===== src/rtl/cvb_pkg.sv =====
package cvb_pkg;

    typedef enum logic [2:0] {
        ST_IDLE,
        ST_LOOK,
        ST_SWAP,
        ST_WBACK,
        ST_READ,
        ST_FILL
    } ctl_state_e;

endpackage


===== src/rtl/cvb_lru.sv =====
module cvb_lru #(
    parameter int ENTRIES = 2,
    localparam int IW = (ENTRIES > 1) ? $clog2(ENTRIES) : 1
) (
    input  logic          clk,
    input  logic          rst_n,
    input  logic          touch_en,
    input  logic [IW-1:0] touch_idx,
    output logic [IW-1:0] oldest_idx
);

    // ages form a permutation of 0..ENTRIES-1; 0 = most recent
    localparam int AW = IW;

    typedef struct packed {
        logic [ENTRIES-1:0][AW-1:0] age;
    } lru_t;

    lru_t lru_d, lru_q;
    logic [ENTRIES-1:0] old_vec;

    always_comb begin
        lru_d      = lru_q;
        oldest_idx = '0;
        for (int i = 0; i < ENTRIES; i++) begin
            old_vec[i] = (lru_q.age[i] == AW'(ENTRIES - 1));
            if (old_vec[i]) oldest_idx = IW'(i);
        end
        if (touch_en) begin
            for (int i = 0; i < ENTRIES; i++) begin
                if (i == int'(touch_idx)) begin
                    lru_d.age[i] = '0;
                end else if (lru_q.age[i] < lru_q.age[touch_idx]) begin
                    lru_d.age[i] = lru_q.age[i] + AW'(1);
                end
            end
        end
    end

    always_ff @(posedge clk or negedge rst_n) begin
        if (!rst_n) begin
            for (int i = 0; i < ENTRIES; i++) lru_q.age[i] <= AW'(i);
        end else begin
            lru_q <= lru_d;
        end
    end

    AST_LRU_ONE_OLDEST: assert property (@(posedge clk) disable iff (!rst_n)
        $onehot(old_vec));

endmodule


===== src/rtl/cvb_main_array.sv =====
module cvb_main_array #(
    parameter int SETS   = 8,
    parameter int TAG_W  = 11,
    parameter int LINE_W = 128,
    localparam int IDX_W = $clog2(SETS)
) (
    input  logic              clk,
    input  logic              rst_n,
    input  logic [IDX_W-1:0]  rd_idx,
    output logic              rd_valid,
    output logic              rd_dirty,
    output logic [TAG_W-1:0]  rd_tag,
    output logic [LINE_W-1:0] rd_line,
    input  logic              wr_en,
    input  logic [IDX_W-1:0]  wr_idx,
    input  logic              wr_dirty,
    input  logic [TAG_W-1:0]  wr_tag,
    input  logic [LINE_W-1:0] wr_line
);

    typedef struct packed {
        logic              v;
        logic              d;
        logic [TAG_W-1:0]  tag;
        logic [LINE_W-1:0] data;
    } mline_t;

    typedef struct packed {
        mline_t [SETS-1:0] set;
    } marr_t;

    marr_t arr_d, arr_q;

    always_comb begin
        arr_d    = arr_q;
        rd_valid = arr_q.set[rd_idx].v;
        rd_dirty = arr_q.set[rd_idx].d;
        rd_tag   = arr_q.set[rd_idx].tag;
        rd_line  = arr_q.set[rd_idx].data;
        if (wr_en) begin
            arr_d.set[wr_idx].v    = 1'b1;
            arr_d.set[wr_idx].d    = wr_dirty;
            arr_d.set[wr_idx].tag  = wr_tag;
            arr_d.set[wr_idx].data = wr_line;
        end
    end

    always_ff @(posedge clk or negedge rst_n) begin
        if (!rst_n) arr_q <= '0;
        else        arr_q <= arr_d;
    end

endmodule


===== src/rtl/cvb_victim_buf.sv =====
module cvb_victim_buf #(
    parameter int ENTRIES = 2,
    parameter int LADDR_W = 14,
    parameter int LINE_W  = 128,
    localparam int IW = (ENTRIES > 1) ? $clog2(ENTRIES) : 1
) (
    input  logic               clk,
    input  logic               rst_n,
    input  logic [LADDR_W-1:0] lk_laddr,
    output logic               lk_hit,
    output logic [IW-1:0]      lk_idx,
    output logic               lk_dirty,
    output logic [LINE_W-1:0]  lk_line,
    output logic [IW-1:0]      sel_idx,
    output logic               sel_valid,
    output logic               sel_dirty,
    output logic [LADDR_W-1:0] sel_laddr,
    output logic [LINE_W-1:0]  sel_line,
    input  logic               wr_en,
    input  logic [IW-1:0]      wr_idx,
    input  logic               wr_valid,
    input  logic               wr_dirty,
    input  logic [LADDR_W-1:0] wr_laddr,
    input  logic [LINE_W-1:0]  wr_line
);

    typedef struct packed {
        logic               v;
        logic               d;
        logic [LADDR_W-1:0] laddr;
        logic [LINE_W-1:0]  data;
    } vent_t;

    typedef struct packed {
        vent_t [ENTRIES-1:0] ent;
    } vbuf_t;

    vbuf_t vb_d, vb_q;

    logic [ENTRIES-1:0] hit_vec;
    logic               have_free;
    logic [IW-1:0]      free_idx;
    logic [IW-1:0]      oldest_idx;

    cvb_lru #(.ENTRIES(ENTRIES)) u_lru (
        .clk        (clk),
        .rst_n      (rst_n),
        .touch_en   (wr_en && wr_valid),
        .touch_idx  (wr_idx),
        .oldest_idx (oldest_idx)
    );

    always_comb begin
        vb_d      = vb_q;
        lk_idx    = '0;
        have_free = 1'b0;
        free_idx  = '0;
        // full line address compare: the store has no index field
        for (int i = 0; i < ENTRIES; i++) begin
            hit_vec[i] = vb_q.ent[i].v && (vb_q.ent[i].laddr == lk_laddr);
            if (hit_vec[i]) lk_idx = IW'(i);
        end
        for (int i = ENTRIES - 1; i >= 0; i--) begin
            if (!vb_q.ent[i].v) begin
                have_free = 1'b1;
                free_idx  = IW'(i);
            end
        end
        lk_hit    = |hit_vec;
        lk_dirty  = vb_q.ent[lk_idx].d;
        lk_line   = vb_q.ent[lk_idx].data;
        sel_idx   = have_free ? free_idx : oldest_idx;
        sel_valid = vb_q.ent[sel_idx].v;
        sel_dirty = vb_q.ent[sel_idx].d;
        sel_laddr = vb_q.ent[sel_idx].laddr;
        sel_line  = vb_q.ent[sel_idx].data;
        if (wr_en) begin
            vb_d.ent[wr_idx].v     = wr_valid;
            vb_d.ent[wr_idx].d     = wr_valid && wr_dirty;
            vb_d.ent[wr_idx].laddr = wr_laddr;
            vb_d.ent[wr_idx].data  = wr_line;
        end
    end

    always_ff @(posedge clk or negedge rst_n) begin
        if (!rst_n) vb_q <= '0;
        else        vb_q <= vb_d;
    end

    AST_VB_UNIQUE: assert property (@(posedge clk) disable iff (!rst_n)
        $onehot0(hit_vec));

endmodule


===== src/rtl/cvb_cache.sv =====
module cvb_cache
    import cvb_pkg::*;
#(
    parameter int ADDR_W     = 16,
    parameter int DATA_W     = 32,
    parameter int LINE_WORDS = 4,
    parameter int SETS       = 8,
    parameter int VB_ENTRIES = 2,
    localparam int OFF_W   = $clog2(LINE_WORDS),
    localparam int LADDR_W = ADDR_W - OFF_W,
    localparam int LINE_W  = DATA_W * LINE_WORDS
) (
    input  logic               clk,
    input  logic               rst_n,
    input  logic               req_valid,
    output logic               req_ready,
    input  logic               req_write,
    input  logic [ADDR_W-1:0]  req_addr,
    input  logic [DATA_W-1:0]  req_wdata,
    output logic               rsp_valid,
    output logic [DATA_W-1:0]  rsp_rdata,
    output logic               rsp_hit_main,
    output logic               rsp_hit_victim,
    output logic               mem_req_valid,
    input  logic               mem_req_ready,
    output logic               mem_req_write,
    output logic [LADDR_W-1:0] mem_req_laddr,
    output logic [LINE_W-1:0]  mem_req_wline,
    input  logic               mem_fill_valid,
    input  logic [LINE_W-1:0]  mem_fill_line
);

    localparam int IDX_W = $clog2(SETS);
    localparam int TAG_W = LADDR_W - IDX_W;
    localparam int VB_IW = (VB_ENTRIES > 1) ? $clog2(VB_ENTRIES) : 1;

    typedef struct packed {
        ctl_state_e        st;
        logic              wr;
        logic [ADDR_W-1:0] addr;
        logic [DATA_W-1:0] wdata;
        logic              rsp_v;
        logic [DATA_W-1:0] rsp_d;
        logic              rsp_m;
        logic              rsp_vh;
    } ctl_t;

    ctl_t ctl_d, ctl_q;

    logic [OFF_W-1:0]   off;
    logic [IDX_W-1:0]   idx;
    logic [TAG_W-1:0]   tag;
    logic [LADDR_W-1:0] laddr;

    logic               m_v, m_d;
    logic [TAG_W-1:0]   m_tag;
    logic [LINE_W-1:0]  m_line;
    logic               m_wr_en, m_wr_dirty;
    logic [LINE_W-1:0]  m_wr_line;

    logic               v_hit, v_d;
    logic [VB_IW-1:0]   v_idx;
    logic [LINE_W-1:0]  v_line;
    logic [VB_IW-1:0]   s_idx;
    logic               s_v, s_d;
    logic [LADDR_W-1:0] s_laddr;
    logic [LINE_W-1:0]  s_line;
    logic               vb_wr_en, vb_wr_valid, vb_wr_dirty;
    logic [VB_IW-1:0]   vb_wr_idx;
    logic [LADDR_W-1:0] vb_wr_laddr;
    logic [LINE_W-1:0]  vb_wr_line;

    logic               main_hit;
    logic [LINE_W-1:0]  base_line, new_line;
    logic [DATA_W-1:0]  new_word;

    assign off   = ctl_q.addr[OFF_W-1:0];
    assign idx   = ctl_q.addr[OFF_W +: IDX_W];
    assign tag   = ctl_q.addr[ADDR_W-1 -: TAG_W];
    assign laddr = ctl_q.addr[ADDR_W-1:OFF_W];

    cvb_main_array #(.SETS(SETS), .TAG_W(TAG_W), .LINE_W(LINE_W)) u_main (
        .clk      (clk),
        .rst_n    (rst_n),
        .rd_idx   (idx),
        .rd_valid (m_v),
        .rd_dirty (m_d),
        .rd_tag   (m_tag),
        .rd_line  (m_line),
        .wr_en    (m_wr_en),
        .wr_idx   (idx),
        .wr_dirty (m_wr_dirty),
        .wr_tag   (tag),
        .wr_line  (m_wr_line)
    );

    cvb_victim_buf #(.ENTRIES(VB_ENTRIES), .LADDR_W(LADDR_W), .LINE_W(LINE_W)) u_vb (
        .clk       (clk),
        .rst_n     (rst_n),
        .lk_laddr  (laddr),
        .lk_hit    (v_hit),
        .lk_idx    (v_idx),
        .lk_dirty  (v_d),
        .lk_line   (v_line),
        .sel_idx   (s_idx),
        .sel_valid (s_v),
        .sel_dirty (s_d),
        .sel_laddr (s_laddr),
        .sel_line  (s_line),
        .wr_en     (vb_wr_en),
        .wr_idx    (vb_wr_idx),
        .wr_valid  (vb_wr_valid),
        .wr_dirty  (vb_wr_dirty),
        .wr_laddr  (vb_wr_laddr),
        .wr_line   (vb_wr_line)
    );

    assign main_hit = m_v && (m_tag == tag);

    // line the access lands on, with the write word merged in
    always_comb begin
        case (ctl_q.st)
            ST_SWAP: base_line = v_line;
            ST_FILL: base_line = mem_fill_line;
            default: base_line = m_line;
        endcase
        for (int w = 0; w < LINE_WORDS; w++) begin
            new_line[w*DATA_W +: DATA_W] = (ctl_q.wr && (w == int'(off)))
                                         ? ctl_q.wdata
                                         : base_line[w*DATA_W +: DATA_W];
        end
        new_word = new_line[int'(off)*DATA_W +: DATA_W];
    end

    always_comb begin
        ctl_d         = ctl_q;
        ctl_d.rsp_v   = 1'b0;
        req_ready     = (ctl_q.st == ST_IDLE);
        m_wr_en       = 1'b0;
        m_wr_dirty    = 1'b0;
        m_wr_line     = new_line;
        vb_wr_en      = 1'b0;
        vb_wr_idx     = s_idx;
        vb_wr_valid   = m_v;
        vb_wr_dirty   = m_d;
        vb_wr_laddr   = {m_tag, idx};
        vb_wr_line    = m_line;
        mem_req_valid = 1'b0;
        mem_req_write = 1'b0;
        mem_req_laddr = laddr;
        mem_req_wline = '0;

        case (ctl_q.st)
            ST_IDLE: begin
                if (req_valid) begin
                    ctl_d.st    = ST_LOOK;
                    ctl_d.wr    = req_write;
                    ctl_d.addr  = req_addr;
                    ctl_d.wdata = req_wdata;
                end
            end
            ST_LOOK: begin
                if (main_hit) begin
                    m_wr_en      = ctl_q.wr;
                    m_wr_dirty   = 1'b1;
                    ctl_d.rsp_v  = 1'b1;
                    ctl_d.rsp_d  = new_word;
                    ctl_d.rsp_m  = 1'b1;
                    ctl_d.rsp_vh = 1'b0;
                    ctl_d.st     = ST_IDLE;
                end else if (v_hit) begin
                    ctl_d.st = ST_SWAP;
                end else if (m_v && s_v && s_d) begin
                    ctl_d.st = ST_WBACK;
                end else begin
                    ctl_d.st = ST_READ;
                end
            end
            ST_SWAP: begin
                m_wr_en      = 1'b1;
                m_wr_dirty   = v_d || ctl_q.wr;
                vb_wr_en     = 1'b1;
                vb_wr_idx    = v_idx;
                ctl_d.rsp_v  = 1'b1;
                ctl_d.rsp_d  = new_word;
                ctl_d.rsp_m  = 1'b0;
                ctl_d.rsp_vh = 1'b1;
                ctl_d.st     = ST_IDLE;
            end
            ST_WBACK: begin
                mem_req_valid = 1'b1;
                mem_req_write = 1'b1;
                mem_req_laddr = s_laddr;
                mem_req_wline = s_line;
                if (mem_req_ready) ctl_d.st = ST_READ;
            end
            ST_READ: begin
                mem_req_valid = 1'b1;
                if (mem_req_ready) ctl_d.st = ST_FILL;
            end
            ST_FILL: begin
                if (mem_fill_valid) begin
                    m_wr_en      = 1'b1;
                    m_wr_dirty   = ctl_q.wr;
                    vb_wr_en     = m_v;
                    ctl_d.rsp_v  = 1'b1;
                    ctl_d.rsp_d  = new_word;
                    ctl_d.rsp_m  = 1'b0;
                    ctl_d.rsp_vh = 1'b0;
                    ctl_d.st     = ST_IDLE;
                end
            end
            default: ctl_d.st = ST_IDLE;
        endcase
    end

    always_ff @(posedge clk or negedge rst_n) begin
        if (!rst_n) begin
            ctl_q    <= '0;
            ctl_q.st <= ST_IDLE;
        end else begin
            ctl_q <= ctl_d;
        end
    end

    assign rsp_valid      = ctl_q.rsp_v;
    assign rsp_rdata      = ctl_q.rsp_d;
    assign rsp_hit_main   = ctl_q.rsp_m;
    assign rsp_hit_victim = ctl_q.rsp_vh;

    AST_MAIN_HIT_LATENCY: assert property (@(posedge clk) disable iff (!rst_n)
        (rsp_valid && rsp_hit_main) |-> $past(req_valid && req_ready, 2));

    AST_SWAP_LATENCY: assert property (@(posedge clk) disable iff (!rst_n)
        (rsp_valid && rsp_hit_victim) |-> $past(req_valid && req_ready, 3));

    AST_ONE_STATUS: assert property (@(posedge clk) disable iff (!rst_n)
        rsp_valid |-> !(rsp_hit_main && rsp_hit_victim));

    AST_SINGLE_HOME: assert property (@(posedge clk) disable iff (!rst_n)
        (ctl_q.st == ST_LOOK) |-> !(main_hit && v_hit));

    AST_BUSY_AFTER_ACCEPT: assert property (@(posedge clk) disable iff (!rst_n)
        (req_valid && req_ready) |=> !req_ready);

    AST_RSP_PULSE: assert property (@(posedge clk) disable iff (!rst_n)
        rsp_valid |=> !rsp_valid);

    AST_MEM_REQ_HOLD: assert property (@(posedge clk) disable iff (!rst_n)
        (mem_req_valid && !mem_req_ready) |=>
            (mem_req_valid && $stable(mem_req_laddr) && $stable(mem_req_write)));

endmodule


===== config.mk =====
export PLATFORM = sky130hd
export DESIGN_NAME = cvb_cache
export DESIGN_NICKNAME = d
export VERILOG_FILES = /design/src/rtl/cvb_pkg.sv /design/src/rtl/cvb_lru.sv /design/src/rtl/cvb_main_array.sv /design/src/rtl/cvb_victim_buf.sv /design/src/rtl/cvb_cache.sv
export SDC_FILE = /design/constraint.sdc
export NUM_CORES = 2
export LEC_CHECK = 0
export CORE_MARGIN = 5
export CORE_UTILIZATION = 55
export DETAILED_ROUTE_END_ITERATION = 10
export DONT_BUFFER_PORTS = 1
export PLACE_DENSITY = 0.69
export SYNTH_ARGS = -nofsm -noshare
export SYNTH_HDL_FRONTEND = slang
export SYNTH_SLANG_ARGS = --single-unit

===== constraint.sdc =====
create_clock -name clk -period 5.3 [get_ports clk]
set_clock_uncertainty 0.2 [all_clocks]
set_input_delay 0.265 -clock clk [delete_from_list [all_inputs] [get_ports clk]]
set_output_delay 0.265 -clock clk [all_outputs]
set_load 0.01 [all_outputs]

==> summary.txt <==
Hold Path Class: input port to async pin
Largest net degree at the start of global routing: 238
GRT overflow: 0
Synth warn: 0
DP HPWL: 181 mm
Slowest-stage cell, CP: dfrtp_4
Top FF cell, synth: dfrtp_1
Max Fclk: 191 MHz
Global-route wire length before repair: 389 mm
Post-synth cell types: 83
Crit-path max FO: 60
Longest Clk Path Bufs: 3
DRT Pass-1 Iters: 7
Sink Count: 1505
Cell Chain, Critical Path: buf_12 -> or3b_2 -> o22ai_1 -> a21oi_1 -> o221ai_1 -> a22oi_1 -> a22o_1 -> a21oi_1 -> a31oi_1 -> dlygate4sd3_1
Top layer in use: met5
Status: complete, but fails checks
Syn nets: 6312
DIE WIDTH: 373 µm
Finish-stage setup viols: 0
Drt drc: 0
Yosys top cell by area: dfrtp_1
Die Ht: 373 µm
CTS tree: yes
Post-synth EDFFs: 0
Synth top cells by count: 1504 x dfrtp_1, 832 x nand2_1, 670 x mux2_1
Minimum clock period: 5.22 ns
Fraction of layout cells with a size suffix above 1: 0.210
Clock slew seen by the registers of the worst setup and hold paths: 0.06 ns
Nets: 6431
Syn avg cell area: 11.8 µm²
H-tree depth: 4
Hold Slack: -0.0285 ns
Worst slew pin tran: 1.49 ns
Final TNS setup: 0 ns
Post-route ant nets: 0
Post-CTS Resized: 0
Placed inst area: 0.0753 mm²
Boundary Pins: 362
Synthesis-to-layout area growth: 13.3%
Via/cell ratio: 6.80
Met2 Routed Length: 111 mm
Fin. Hold Viols: 14
Req. time, crit path: 5.84 ns
Fillers: 9956
Met3 wire len: 38.8 mm
Initial antenna violation count: 29
Leak Pwr: 38.5 nW
Relative slew slack: -0.0110
Final Max Slew Viols: 1
CP Capture Type: flop
Final Cell Area: 0.0823 mm²
CP startpoint kind: flop
Met1 WL: 103 mm
Site Rows: 133
GPL Wtd Cong: 0.997
Initial Util: 0.553
Class of the most critical setup path: flop to flop
Mapped Area: 0.0726 mm²
Count leader, synth: dfrtp_1
Pwr/cell area: 747 mW/mm²
GRT Total Usage: 0.380
Fin crit share: 0.985
Num CTS Buffers: 158
Failing checks: hold timing, capacitance limit, slew limit
Post-synth top area share: 0.518
CTS Root Cell: clkbuf_16
Vias in the first global route: 53.3k
Synth Instances: 6130
Detailed router's first-iteration violation count: 8290
Clk Latency, worst-skew pair: 0.81 ns
Via count: 55.5k
Max cap viols: 1
Critical Path AT: 5.77 ns
Port-buffer cells: 0
Final wirelength: 271 mm
Post-CTS setup buffer count: 0
Synth top area cells: dfrtp_1 52%, mux2_1 10%, mux2_2 9.6%, nand2_1 4.3%, mux2i_1 3.7%
Core area: 0.131 mm²
Synth async-reset ratio: 1.00
Most frequent CP cell: a21oi_1
Worst stage delay on the critical path: 0.90 ns
VDD IR max: 0.434 mV
Die area: 0.139 mm²
RSZ-0062 raised after global routing: no
Yosys reg bits: 1505
Post-synthesis sequential area ratio: 0.518
Routed len/inst: 33.2 µm
state kept, by name (all words and copies together), names as in the netlist:
name	count
u_vb.vb_q	288
u_vb.u_lru.lru_q	2
u_main.arr_q	1128
rsp_hit_main	1
rsp_hit_victim	1
rsp_rdata	32
ctl_q	52
rsp_valid	1
layout by cell type, fill, tap and decap left out, types with 71 or more instances in the layout:
cell type         n
dfrtp_1        1501
mux4_2           81
dlygate4sd3_1   160
o22ai_1         132
nor2_1          214
buf_4           250
a22oi_1          83
a21oi_1         334
mux2i_1         265
o21ai_0         252
mux2_1          670
o221ai_1         71
mux2_2          622
nand2_1         830
clkbuf_16       161
worst paths after layout:
| kind | startpoint | endpoint | slack [ns] | depth (start not counted) |
|---|---|---|---|---|
| max reg2reg | ctl_q[71] | rsp_rdata[25] | 0.08 | 10 |
| max in group asynchronous | rst_n | u_main.arr_q[184] | 0.72 | 7 |
| max | ctl_q[71] | rsp_rdata[25] | 0.08 | 10 |
| min | rst_n | u_main.arr_q[1108] | -0.03 | 2 |
| min reg2reg | u_main.arr_q[845] | u_main.arr_q[845] | 0.25 | 2 |
| min in group clk | mem_req_ready | ctl_q[85] | 0.03 | 2 |
critical path: cells and delay by family (launching register included):
family                 cells  cell delay (ns)
and+or+nand+nor            1             0.72
DFF                        1             0.90
AOI/OAI and AO/OA          7             2.22
buffers and inverters      2             0.97
cells by family (layout without fill, tap and decap cells):
group	Yosys count	after routing	share of synthesized area
xor gates and xnor gates	37	37	0.00456
AOI/OAI and AO/OA	1198	1198	0.105
and+or+nand+nor	1210	1210	0.0692
other	0	24	0
DFF	1505	1505	0.518
buffers and inverters	539	788	0.0397
muxes	1641	1641	0.263
cell type report:
cell class	instances	area [µm²]	area share
Clock buffer	241	4710	0.0572
Tap cell	1755	2200	0.0267
Clock inverter	49	584	0.00710
Timing Repair Buffer	469	4730	0.0575
Antenna cell	24	60.1	0.000730
Inverter	29	111	0.00135
Multi-Input combinational cell	4086	32200	0.392
Sequential cell	1505	37700	0.458
stage by stage:
stage	std cells	worst slack, ns	hold slack (ns)	power, mW	util
finish	8158	0.0777	-0.0285	61.5	0.627
global route	8146	0.0594	0.0347	63.3	0.627
CTS	8133	0.343	0.00189	59.7	0.626
detailed placement	7683	0.436	-0.229	47.9	0.574
global placement	7683	0.554	-0.229	47.1	0.574
floorplan	6130	1.96	-0.231	34.0	-
power breakdown:
group / switching (mW) / internal, mW / total (mW)
Combinational: 19.8 / 10.5 / 30.3
Clock: 4.81 / 6.59 / 11.4
Sequential: 3.73 / 16.1 / 19.8
timing repair:
action | in CTS | in global routing
hold buffers | 160 | 0
endpoints found under the setup margin | 0 | 0
endpoints found under the hold margin | 663 | 0
routing by layer:
layer  up-vias  track usage
li1      22400            -
met1     28500        0.520
met2      3750        0.517
met3       838        0.151
met4         6        0.209
met5         -      0.00412
Power figures use the tool's default switching activity.
